### src/rtl/bb_pkg.sv
package bb_pkg;

    localparam int BB_AW = 32;
    localparam int BB_DW = 32;
    localparam int BB_IW = $clog2(BB_DW);

    typedef enum logic [2:0] {
        ST_IDLE,
        ST_FORWARD,
        ST_FETCH,
        ST_MODIFY,
        ST_DONE,
        ST_FAULT
    } bb_state_e;

    typedef struct packed {
        logic             alias_hit;
        logic             misaligned;
        logic [BB_AW-1:0] word_addr;
        logic [BB_IW-1:0] bit_idx;
    } bb_decode_t;

endpackage

### src/rtl/bb_alias_decode.sv
module bb_alias_decode
    import bb_pkg::*;
#(
    parameter int               REGION_AW    = 20,
    parameter logic [BB_AW-1:0] REGION_BASE0 = 32'h2000_0000,
    parameter logic [BB_AW-1:0] ALIAS_BASE0  = 32'h2200_0000,
    parameter logic [BB_AW-1:0] REGION_BASE1 = 32'h4000_0000,
    parameter logic [BB_AW-1:0] ALIAS_BASE1  = 32'h4200_0000
) (
    input  logic [BB_AW-1:0] addr,
    output bb_decode_t       dec
);

    localparam int NWIN     = 2;
    localparam int ALIAS_AW = REGION_AW + BB_IW;
    localparam int WORD_LO  = BB_IW + 2;

    localparam logic [NWIN-1:0][BB_AW-1:0] REGION_B = {REGION_BASE1, REGION_BASE0};
    localparam logic [NWIN-1:0][BB_AW-1:0] ALIAS_B  = {ALIAS_BASE1, ALIAS_BASE0};

    logic [NWIN-1:0]            hit;
    logic [NWIN-1:0][BB_AW-1:0] target;

    for (genvar g = 0; g < NWIN; g++) begin : g_win
        assign hit[g]    = (addr[BB_AW-1:ALIAS_AW] == ALIAS_B[g][BB_AW-1:ALIAS_AW]);
        assign target[g] = REGION_B[g] + BB_AW'({addr[ALIAS_AW-1:WORD_LO], 2'b00});
    end

    always_comb begin
        dec           = '0;
        dec.bit_idx   = addr[WORD_LO-1:2];
        for (int w = 0; w < NWIN; w++) begin
            if (hit[w]) begin
                dec.alias_hit = 1'b1;
                dec.word_addr = target[w];
            end
        end
        dec.misaligned = dec.alias_hit && (addr[1:0] != 2'b00);
    end

endmodule

### src/rtl/bb_bit_lane.sv
module bb_bit_lane
    import bb_pkg::*;
(
    input  logic [BB_DW-1:0] word_in,
    input  logic [BB_IW-1:0] idx,
    input  logic             new_val,
    output logic [BB_DW-1:0] picked,
    output logic [BB_DW-1:0] merged
);

    always_comb begin
        picked      = '0;
        picked[0]   = word_in[idx];
        merged      = word_in;
        merged[idx] = new_val;
    end

endmodule

### src/rtl/bb_bridge.sv
module bb_bridge
    import bb_pkg::*;
#(
    parameter int               REGION_AW    = 20,
    parameter logic [BB_AW-1:0] REGION_BASE0 = 32'h2000_0000,
    parameter logic [BB_AW-1:0] ALIAS_BASE0  = 32'h2200_0000,
    parameter logic [BB_AW-1:0] REGION_BASE1 = 32'h4000_0000,
    parameter logic [BB_AW-1:0] ALIAS_BASE1  = 32'h4200_0000
) (
    input  logic             clk,
    input  logic             rst_n,
    input  logic             s_req,
    input  logic             s_we,
    input  logic             s_byte,
    input  logic [BB_AW-1:0] s_addr,
    input  logic [BB_DW-1:0] s_wdata,
    output logic             s_ready,
    output logic [BB_DW-1:0] s_rdata,
    output logic             s_err,
    output logic             m_req,
    output logic             m_we,
    output logic             m_byte,
    output logic             m_lock,
    output logic [BB_AW-1:0] m_addr,
    output logic [BB_DW-1:0] m_wdata,
    input  logic             m_ready,
    input  logic [BB_DW-1:0] m_rdata
);

    bb_state_e state, state_nx;

    bb_decode_t       dec;
    logic [BB_AW-1:0] cap_addr;
    logic [BB_AW-1:0] cap_word;
    logic [BB_IW-1:0] cap_idx;
    logic             cap_we;
    logic             cap_byte;
    logic [BB_DW-1:0] cap_wdata;
    logic [BB_DW-1:0] hold;
    logic [BB_DW-1:0] resp;
    logic [BB_DW-1:0] lane_word;
    logic [BB_DW-1:0] lane_pick;
    logic [BB_DW-1:0] lane_merge;

    bb_alias_decode #(
        .REGION_AW    (REGION_AW),
        .REGION_BASE0 (REGION_BASE0),
        .ALIAS_BASE0  (ALIAS_BASE0),
        .REGION_BASE1 (REGION_BASE1),
        .ALIAS_BASE1  (ALIAS_BASE1)
    ) u_decode (
        .addr (s_addr),
        .dec  (dec)
    );

    assign lane_word = (state == ST_FETCH) ? m_rdata : hold;

    bb_bit_lane u_lane (
        .word_in (lane_word),
        .idx     (cap_idx),
        .new_val (cap_wdata[0]),
        .picked  (lane_pick),
        .merged  (lane_merge)
    );

    // State register
    always_ff @(posedge clk or negedge rst_n) begin
        if (!rst_n) begin
            state <= ST_IDLE;
        end else begin
            state <= state_nx;
        end
    end

    // Request capture and response data
    always_ff @(posedge clk or negedge rst_n) begin
        if (!rst_n) begin
            cap_addr  <= '0;
            cap_word  <= '0;
            cap_idx   <= '0;
            cap_we    <= 1'b0;
            cap_byte  <= 1'b0;
            cap_wdata <= '0;
            hold      <= '0;
            resp      <= '0;
        end else begin
            if (state == ST_IDLE && s_req) begin
                cap_addr  <= s_addr;
                cap_word  <= dec.word_addr;
                cap_idx   <= dec.bit_idx;
                cap_we    <= s_we;
                cap_byte  <= s_byte;
                cap_wdata <= s_wdata;
            end
            if (state == ST_FORWARD && m_ready) begin
                resp <= m_rdata;
            end
            if (state == ST_FETCH && m_ready) begin
                hold <= m_rdata;
                resp <= lane_pick;
            end
        end
    end

    // Next-state logic
    always_comb begin
        state_nx = state;
        unique case (state)
            ST_IDLE: begin
                if (s_req) begin
                    if (dec.alias_hit && dec.misaligned) begin
                        state_nx = ST_FAULT;
                    end else if (dec.alias_hit) begin
                        state_nx = ST_FETCH;
                    end else begin
                        state_nx = ST_FORWARD;
                    end
                end
            end
            ST_FORWARD: if (m_ready) state_nx = ST_DONE;
            ST_FETCH:   if (m_ready) state_nx = cap_we ? ST_MODIFY : ST_DONE;
            ST_MODIFY:  if (m_ready) state_nx = ST_DONE;
            ST_DONE:    state_nx = ST_IDLE;
            ST_FAULT:   state_nx = ST_IDLE;
            default:    state_nx = ST_IDLE;
        endcase
    end

    // Outputs
    always_comb begin
        s_ready = 1'b0;
        s_rdata = '0;
        s_err   = 1'b0;
        m_req   = 1'b0;
        m_we    = 1'b0;
        m_byte  = 1'b0;
        m_lock  = 1'b0;
        m_addr  = '0;
        m_wdata = '0;
        unique case (state)
            ST_IDLE: begin
            end
            ST_FORWARD: begin
                m_req   = 1'b1;
                m_we    = cap_we;
                m_byte  = cap_byte;
                m_addr  = cap_addr;
                m_wdata = cap_wdata;
            end
            ST_FETCH: begin
                m_req  = 1'b1;
                m_lock = cap_we;
                m_addr = cap_word;
            end
            ST_MODIFY: begin
                m_req   = 1'b1;
                m_we    = 1'b1;
                m_lock  = 1'b1;
                m_addr  = cap_word;
                m_wdata = lane_merge;
            end
            ST_DONE: begin
                s_ready = 1'b1;
                s_rdata = resp;
            end
            ST_FAULT: begin
                s_ready = 1'b1;
                s_err   = 1'b1;
            end
            default: begin
            end
        endcase
    end

endmodule

### config.mk
export PLATFORM = sky130hd
export DESIGN_NAME = bb_bridge
export DESIGN_NICKNAME = d
export VERILOG_FILES = /design/src/rtl/bb_pkg.sv /design/src/rtl/bb_alias_decode.sv /design/src/rtl/bb_bit_lane.sv /design/src/rtl/bb_bridge.sv
export SDC_FILE = /design/constraint.sdc
export NUM_CORES = 1
export LEC_CHECK = 0
export CORE_ASPECT_RATIO = 1.4
export CORE_UTILIZATION = 45
export CTS_CLUSTER_SIZE = 24
export DETAILED_ROUTE_END_ITERATION = 8
export PLACE_DENSITY = 0.78
export SKIP_LAST_GASP = 1
export SLEW_MARGIN = 20
export SYNTH_ARGS = -nofsm -noshare
export SYNTH_HDL_FRONTEND = slang
export SYNTH_SLANG_ARGS = --single-unit
### constraint.sdc
create_clock -name clk -period 2.1 [get_ports clk]
set_input_delay 0.42 -clock clk [delete_from_list [all_inputs] [get_ports clk]]
set_output_delay 0.42 -clock clk [all_outputs]
set_load 0.005 [all_outputs]
# ---- Word-level counts from Yosys, hierarchy flattened
# Cells that the tools add are included.
dict set report word_totals {
  reg_bits 170
  latch_bits 0
  ramBits 0
  rom_bits 0
  in_bits 102
  output_inout_bits 102
  word_cells 65
  n_memories 0
}
dict set report op_classes {
  n_addsub 2
  multipliers 0
  n_div 0
  order_cmp 2
  eq_ne 10
  shift 0
  n_mux 28
  n_bitwise 0
  reduce_logical 14
}
# cell count
set ops {}
lappend ops {{2-to-1 mux 32 bit} 6}
lappend ops {{one-hot mux 32 bit (2 select lines)} 2}
lappend ops {{adder 31 x 20 -> 32 bit, first input constant} 1}
lappend ops {{bitwise mux 32 bit} 1}
lappend ops {{adder 30 x 20 -> 31 bit, first input constant} 1}
lappend ops {{2-to-1 mux 3 bit} 5}
lappend ops {{one-hot mux 3 bit (3 select lines)} 1}
lappend ops {{2-to-1 mux 1 bit} 8}
lappend ops {{equality test 7 x 5 -> 1 bit, second input constant} 1}
lappend ops {{equality test 7 x 6 -> 1 bit, second input constant} 1}
lappend ops {{equality test 3 x 2 -> 1 bit, second input constant} 2}
lappend ops {{equality test 3 bit, second input constant} 2}
lappend ops {{logical AND 1 bit} 6}
lappend ops {{less-than comparator 5 x 6 -> 1 bit, second input constant} 1}
lappend ops {{OR reduction 2 bit} 3}
lappend ops {{binary-select mux 1 bit (select 5 bit)} 1}
lappend ops {{demux 1 bit (select 5 bit)} 1}
lappend ops {{>= comparator 5 x 1 -> 1 bit, second input constant} 1}
lappend ops {{!= test 2 bit, second input constant} 2}
lappend ops {{one-hot mux 1 bit (2 select lines)} 2}
lappend ops {{nonzero test 2 bit} 2}
lappend ops {{equality test 3 x 1 -> 1 bit, second input constant} 1}
lappend ops {{logical NOT 3 bit} 1}
lappend ops {{AND reduction 3 bit} 1}
lappend ops {{other kinds (3)} 3}

# ---- Longest topological paths before layout
# Gate-level depths: netlist (run 1).
dict set report depth {
  word_depth 8
  ltp_mapped 9
  ltp_nobuf 6
}

# ---- Modules after synthesis
# A second synthesis (run 1) with hierarchy kept.
dict set report unflattened {
  hier_cells 770
  hier_area_um2 9877.0
}
# mod instances cells_per_inst area_each_um2 seq_area_each_um2
set modules_own_cells {}
lappend modules_own_cells {bb_bridge 1 573 8199.1 4254.1}
lappend modules_own_cells {bb_bit_lane 1 146 1147.4 0.0}
lappend modules_own_cells {bb_alias_decode 1 51 530.5 0.0}

# ---- Worst setup path before layout (run 1)
# No wires, ideal clock.
dict set report synth_timing {
  path_type {register -> output}
  startpoint {reg state[2]}
  endpoint {out m_wdata[14]}
  arrival_ns 1.760
  required_ns 1.680
  path_slack_ns -0.080
  path_stages_with_launch 10
  n_path_buf 4
  path_cell_list {dfrtp_1 nor3b_2 buf_6 buf_6 buf_6 buf_6 mux2i_1 o21ai_0 o311ai_0 nand2_1}
}
dict set report synth_via {
  elab_chain_cells 4
}
# item line
set synth_rtl {}
lappend synth_rtl {{start, declared} bb_bridge.sv:30} ;# bb_state_e state, state_nx;
lappend synth_rtl {{start signal, assigned} bb_bridge.sv:71} ;# state <= state_nx;
lappend synth_rtl {{equality test 3 x 2 -> 1 bit} bb_bridge.sv:56} ;# assign lane_word = (state == ST_FETCH) ? m_rdata : hold;
lappend synth_rtl {{2-to-1 mux 32 bit} bb_bridge.sv:56}
lappend synth_rtl {{bitwise mux 32 bit} bb_bit_lane.sv:15} ;# merged[idx] = new_val;
lappend synth_rtl {{one-hot mux 32 bit (2 select lines) (*)} bb_bridge.sv:140} ;# unique case (state)
lappend synth_rtl {{end, declared} bb_bridge.sv:25} ;# output logic [BB_DW-1:0] m_wdata,
# Mark *: on every way between the ends. The rest lies on a longest branch, timed or not.

# ---- Worst setup path after layout (run 1)
dict set report layout_timing {
  startpoint {reg state[2]}
  endpoint {out m_wdata[31]}
}
# Same word-level chain as after synthesis.

==> results.tsv, run 1 <==
metric	value	unit
synthesis.area	7835	um^2
yosys-top-cells-area	dfrtp_1 49%, nand2_1 12%, mux2_2 6.2%	
hold_viol	0	
die_h	158.1	um
grt_usage	30.15	%
clock.fmax	0.3716	GHz
n_antenna_cell	0	
rrSetupSlack	-0.48	ns
root_buffer	clkbuf_16	
grt_max_degree	75	
drive_gt1_share	37.78	%
synth_most_common_cell	nand2_1	
routed_wl	31270	um
cp-endpoint	m_wdata[31]	
synth_enable_flop_cells	0	
core	16890	um^2
slew_headroom	65.09	%
rsz0062_at_grt	true	
ys_seq_area_share	48.87	%
routedWlPerCell	21.49	um
syn2layout_area_growth	66.00	%
wl_met1	10860	um
syn_avg_cell_area	9.283	um^2
start_util	46.40	%
io_pins	204	
drv_slew	0	
crit_fanout	6	
reg2reg_to	resp[0]	
hpwl	17650	um
dr.max_layer_used	met4	
antenna_violating_nets_post_route	0	
status	finished, violations left	
via_per_inst	5.728	
seqCellArea	3829	um^2
power_density	1215	nW/um^2
path_class	flip-flop to primary output	
endpoint_kind	primary output	
worstSkewPairLatency	0.43	ns
tightest_slew	0.5236	ns
clk_pin_slew	0.06	ns
die-width	113.5	um
cts_tree	yes	
numCtsBuffers	17	
vias	8334	
ctsHtreeMaxLevel	4	
clock_sinks	153	
p_leak	6.451	nW
drv_cap	0	
layoutNonFillerInstCount	1455	
antenna_found_initial	0	
gp_congestion	0.8932	
wl_met2	16090	um
reg2reg_from	state[2]	
syn-num-nets	946	
async_flop_share	100.0	%
start_kind	flip-flop	
fin_nets	1313	
fill_cells	1035	
violations	setup timing	
cts_buffer_depth	2	
drt_pass1_iterations	5	
grt_pass1_wl	41240	um
fin_area	13010	um^2
setup_violations	162	
synth_ff_type	dfrtp_1	
synth_area_leader_cell	dfrtp_1	
ys_types	46	
rr_worst_depth	10	
dieArea	17950	um^2
fin_crit_sh	128.1	%
worstPathRequired	1.68	ns
ys_top_cells_by_count	259 x nand2_1, 153 x dfrtp_1, 60 x o21ai_0	
route.met3.wl	2281	um
synthCells	844	
vdd_drop_max	745.9	uV
port_buffers	203	
finalClockSkew	0.009252	ns
ys_ff_latch	153	
worstSetupStartpoint	state[2]	
grt_pass1_vias	7716	
crit_arrival	2.27	ns
synth_top_area_share	48.87	%
worstHoldPathType	flip-flop to flip-flop	
worst_slack	-0.5908	ns
first_iter_violations	668	
min_period	2.691	ns
drcViolationCount	0	
overflow	0	
rows	56	
postPlaceCellArea	10850	um^2
yosysWarningCount	0	
multi_input_comb_area	4178	um^2
dp_cells	1309	
-- report_power, final --
group / internal, mW / switching [mW] / leakage (nW)
logic: 4.26 / 3.91 / 4.20
registers: 3.91 / 0.640 / 1.98
clock network: 1.79 / 1.30 / 0.273
-- what timing repair did --
item | in CTS | in global routing
cloned | 7 | 21
pin swaps | 22 | 40
resized for setup | 218 | 288
setup endpoints to repair | 124 | 235
endpoints found under the hold margin | 49 | 0
hold buffers | 1 | 0
buffers inserted | 36 | 59
-- per-layer routing --
metal | vias up | GRT usage [%]
li1 | 3674 | -
met1 | 4064 | 35.09
met2 | 454 | 52.50
met3 | 142 | 6.891
met4 | 0 | 14.16
met5 | - | 0
-- cell type report --
| class | instances | share of cell area, % |
|---|---|---|
| Timing Repair Buffer | 413 | 31.62 |
| Inverter | 3 | 0.08658 |
| Clock inverter | 12 | 1.097 |
| Tap cell | 232 | 2.232 |
| Multi-Input combinational cell | 623 | 32.12 |
| Clock buffer | 19 | 3.405 |
| Sequential cell | 153 | 29.44 |
-- worst max-delay path: stages (launching register included) --
cell	delay (ns)
dfrtp_1	0.41
buf_4	0.15
buf_6	0.12
buf_6	0.11
nor2b_4	0.14
buf_12	0.12
and2_1	0.33
o311ai_2	0.19
nand2_1	0.11
buf_2	0.15
-- stage by stage --
step	TNS [ns]	hold WS [ns]	utilization [%]	power (mW)	worst slack, ns
after floorplan	-0.3179	0.1244	-	7.260	-0.04042
after global placement	-23.93	0.4037	64.25	10.63	-0.5031
after detailed placement	-27.88	0.4149	64.25	10.77	-0.5010
after CTS	-50.55	0.4695	71.35	14.37	-0.5675
after global routing	-51.40	0.4959	77.02	16.53	-0.6392
final	-43.91	0.4717	77.02	15.81	-0.5908
-- layout by cell type (no fill, tap or decap), types with 16 or more instances in the layout --
| master | n |
|---|---|
| nand2_1 | 256 |
| dfrtp_1 | 153 |
| buf_4 | 124 |
| clkdlybuf4s50_1 | 100 |
| buf_2 | 55 |
| a22o_1 | 53 |
| buf_6 | 41 |
| nor2_1 | 36 |
| clkbuf_16 | 33 |
| clkbuf_2 | 29 |
| o21ai_1 | 28 |
| mux2_2 | 27 |
| o21ai_0 | 26 |
| buf_12 | 25 |
| and3_1 | 24 |
| mux2i_1 | 17 |
| mux2_4 | 16 |
-- registers in the layout (all words and copies together), names as in the netlist --
name / flops
cap_word: 20
cap_byte: 1
cap_we: 1
cap_wdata: 32
cap_addr: 32
state: 3
hold: 32
resp: 32
-- logic make-up after synthesis --
kind of cell | count (synthesis) | share of synthesized area [%]
multiplexers | 84 | 12.70
XOR/XNOR | 1 | 0.1118
flip-flops | 153 | 48.87
AND/OR/NAND/NOR | 385 | 21.24
AO/OA/AOI/OAI | 153 | 13.29
buffers and inverters | 68 | 3.801
-- worst min-delay path by stage --
stage / cells past startpoint / startpoint / end
after floorplan: 0 / rst_n / cap_addr[0]
after global placement: 1 / rst_n / resp[10]
after detailed placement: 1 / rst_n / resp[7]
after CTS: 2 / cap_addr[25] / cap_addr[25]
after global routing: 2 / cap_wdata[27] / cap_wdata[27]
final: 2 / cap_addr[26] / cap_addr[26]
Note: power is estimated with default switching activity, not from simulation.
==> inputs of run 2 (changes only) <==
CORE_MARGIN = 5   (was default)
==> results.tsv, run 2 (synthesis results as in run 1) <==
metric	value	unit	change
status	finished, violations left		unchanged
violations	setup timing		unchanged
layoutNonFillerInstCount	1421		was 1455
clockPowerShare	20.9	%	was 19.5%
final_cell_mix	257 x nand2_1, 152 x dfrtp_1, 132 x clkdlybuf4s50_1, 100 x buf_4, 53 x a22o_1		was 256 x nand2_1, 153 x dfrtp_1, 124 x buf_4, 100 x clkdlybuf4s50_1, 55 x buf_2
layout_commonest_cell	nand2_1		unchanged
reg2reg_from	state[0]		was state[2]
cp_top_family	buffers and inverters		unchanged
seqCellArea	3830	um^2	was 3829 um^2
endpoint_kind	primary output		unchanged
ctsHtreeMaxLevel	4		unchanged
start_kind	flip-flop		unchanged
slew_headroom	70.75	%	was 65.09%
clock.fmax	0.3541	GHz	was 0.3716 GHz
drv_slew	0		unchanged
hpwl	17910	um	was 17650 um
tightest_slew	0.4371	ns	was 0.5236 ns
grt_pass1_wl	42630	um	was 41240 um
core	17260	um^2	was 16890 um^2
worst_slack	-0.7244	ns	was -0.5908 ns
internal_power	9.704	mW	was 9.960 mW
antenna_found_initial	0		unchanged
fin_nets	1274		was 1313
crit_arrival	2.40	ns	was 2.27 ns
die-width	121.5	um	was 113.5 um
clk_pin_slew	0.07	ns	was 0.06 ns
setup_tns	-52.21	ns	was -43.91 ns
cts_buffer_depth	2		unchanged
setup_violations	156		was 162
io_pins	204		unchanged
fin_total_pwr	15.60	mW	was 15.81 mW
cp_num_buf_inv	3		was 5
dieArea	20190	um^2	was 17950 um^2
drt_pass1_iterations	5		unchanged
hold_viol	0		unchanged
overflow	0		unchanged
power_density	1220	nW/um^2	was 1215 nW/um^2
die_h	166.1	um	was 158.1 um
worstSetupStartpoint	state[0]		was state[2]
syn2layout_area_growth	63.29	%	was 66.00%
routed_wl	33360	um	was 31270 um
vias	8322		was 8334
drive_gt1_share	33.08	%	was 37.78%
comb_power_share	49.8	%	was 51.7%
switchingPower	5.898	mW	was 5.848 mW
clock_sinks	153		unchanged
rows	57		was 56
routedWlPerCell	23.47	um	was 21.49 um
worstPathRequired	1.68	ns	about the same
path_class	flip-flop to primary output		unchanged
crit_chain	nor3b_4 > buf_6 > buf_16 > mux2i_4 > a21oi_1 > a31oi_1 > o21ai_1 > buf_2		was buf_4 > buf_6 > buf_6 > nor2b_4 > buf_12 > and2_1 > o311ai_2 > nand2_1 > buf_2
fill_cells	1136		was 1035
root_buffer	clkbuf_16		unchanged
finalClockSkew	0.01125	ns	was 0.009252 ns
grt_pass1_vias	7906		was 7716
start_util	45.40	%	was 46.40%
crit_fanout	6		unchanged
via_per_inst	5.856		was 5.728
fin_crit_sh	134.5	%	was 128.1%
n_antenna_cell	0		unchanged
dp_cells	1309		unchanged
grt_max_degree	84		was 75
p_seq_share	29.3	%	was 28.8%
cpMaxStageDelayCell	dfrtp_1		unchanged
fin_area	12790	um^2	was 13010 um^2
postPlaceCellArea	10750	um^2	was 10850 um^2
drv_cap	0		unchanged
worstHoldPathType	input port to asynchronous set/reset pin		was flip-flop to flip-flop
antenna_violating_nets_post_route	0		unchanged
critPathMaxStageDelay	0.45	ns	was 0.41 ns
worstSkewPairLatency	0.44	ns	was 0.43 ns
gp_congestion	0.9012		was 0.8932
port_buffers	203		unchanged
numCtsBuffers	17		unchanged
multi_input_comb_area	4242	um^2	was 4178 um^2
cts_tree	yes		unchanged
drcViolationCount	0		unchanged
p_leak	6.149	nW	was 6.451 nW
rsz0062_at_grt	true		unchanged
vdd_drop_max	731.9	uV	was 745.9 uV
dp_worst_setup_slack	-0.4428	ns	was -0.5010 ns
min_period	2.824	ns	was 2.691 ns
power.share.switching	37.80	%	was 36.99%
grt_usage	27.04	%	was 30.15%
first_iter_violations	865		was 668
[run 2: changes by cell type in the layout (fill, tap and decap cells not counted), moves of 9 or more]
cell,before,now
buf_2,55,46
mux2_2,27,8
clkdlybuf4s50_1,100,132
mux2_4,16,35
buf_4,124,100
clkbuf_2,29,18
buf_6,41,24
[run 2: worst paths after layout]
path / end / slack, ns / cells after the start
max: m_wdata[12] / -0.72 / 8
min: resp[10] / 0.47 / 2
max reg2reg: resp[0] / -0.67 / 10
min reg2reg: cap_wdata[17] / 0.48 / 2
max in group asynchronous: resp[24] / 0.99 / 3
min in group clk: cap_wdata[17] / 0.48 / 2
[run 2: cell type report]
| type | count | share of cell area [%] |
|---|---|---|
| Clock buffer | 17 | 3.325 |
| Multi-Input combinational cell | 623 | 33.15 |
| Sequential cell | 153 | 29.94 |
| Tap cell | 236 | 2.308 |
| Inverter | 3 | 0.08802 |
| Timing Repair Buffer | 374 | 29.72 |
| Clock inverter | 15 | 1.467 |
[run 2: stage by stage]
step                      utilization (%)  hold WS (ns)
after floorplan                         -        0.1244
after CTS                           69.27        0.4536
final                               74.13        0.4733
after global placement              62.28        0.3285
after detailed placement            62.28        0.3309
after global routing                74.13        0.4857
[run 2: routing by layer]
layer	track usage (%)	vias to the layer above	routed length [um]	part of all wire (%)
li1	-	3569	-	-
met1	30.35	4007	10930	33
met2	45.92	559	16790	50
met3	7.394	187	3020	9.1
met4	14.92	0	2613	7.8
met5	0	-	0	0
[run 2: power by group through the flow]
| stage | Combinational (mW) | Sequential (mW) | Clock, mW |
|---|---|---|---|
| 6_report | 7.77 | 4.57 | 3.27 |
| 4_1_cts | 6.55 | 4.48 | 3.25 |
| 3_5_place_dp | 6.03 | 4.50 | 0 |
| 5_1_grt | 8.24 | 4.66 | 3.41 |
| 2_1_floorplan | 2.93 | 4.33 | 0 |
| 3_3_place_gp | 5.94 | 4.47 | 0 |
[run 2: timing repair]
action / in CTS / in global routing
cloned: 9 / 17
hold buffers: 1 / 0
endpoints found under the hold margin: 28 / 0
buffers inserted: 27 / 31
setup endpoints to repair: 103 / 165
resized for setup: 280 / 176
pin swaps: 30 / 33
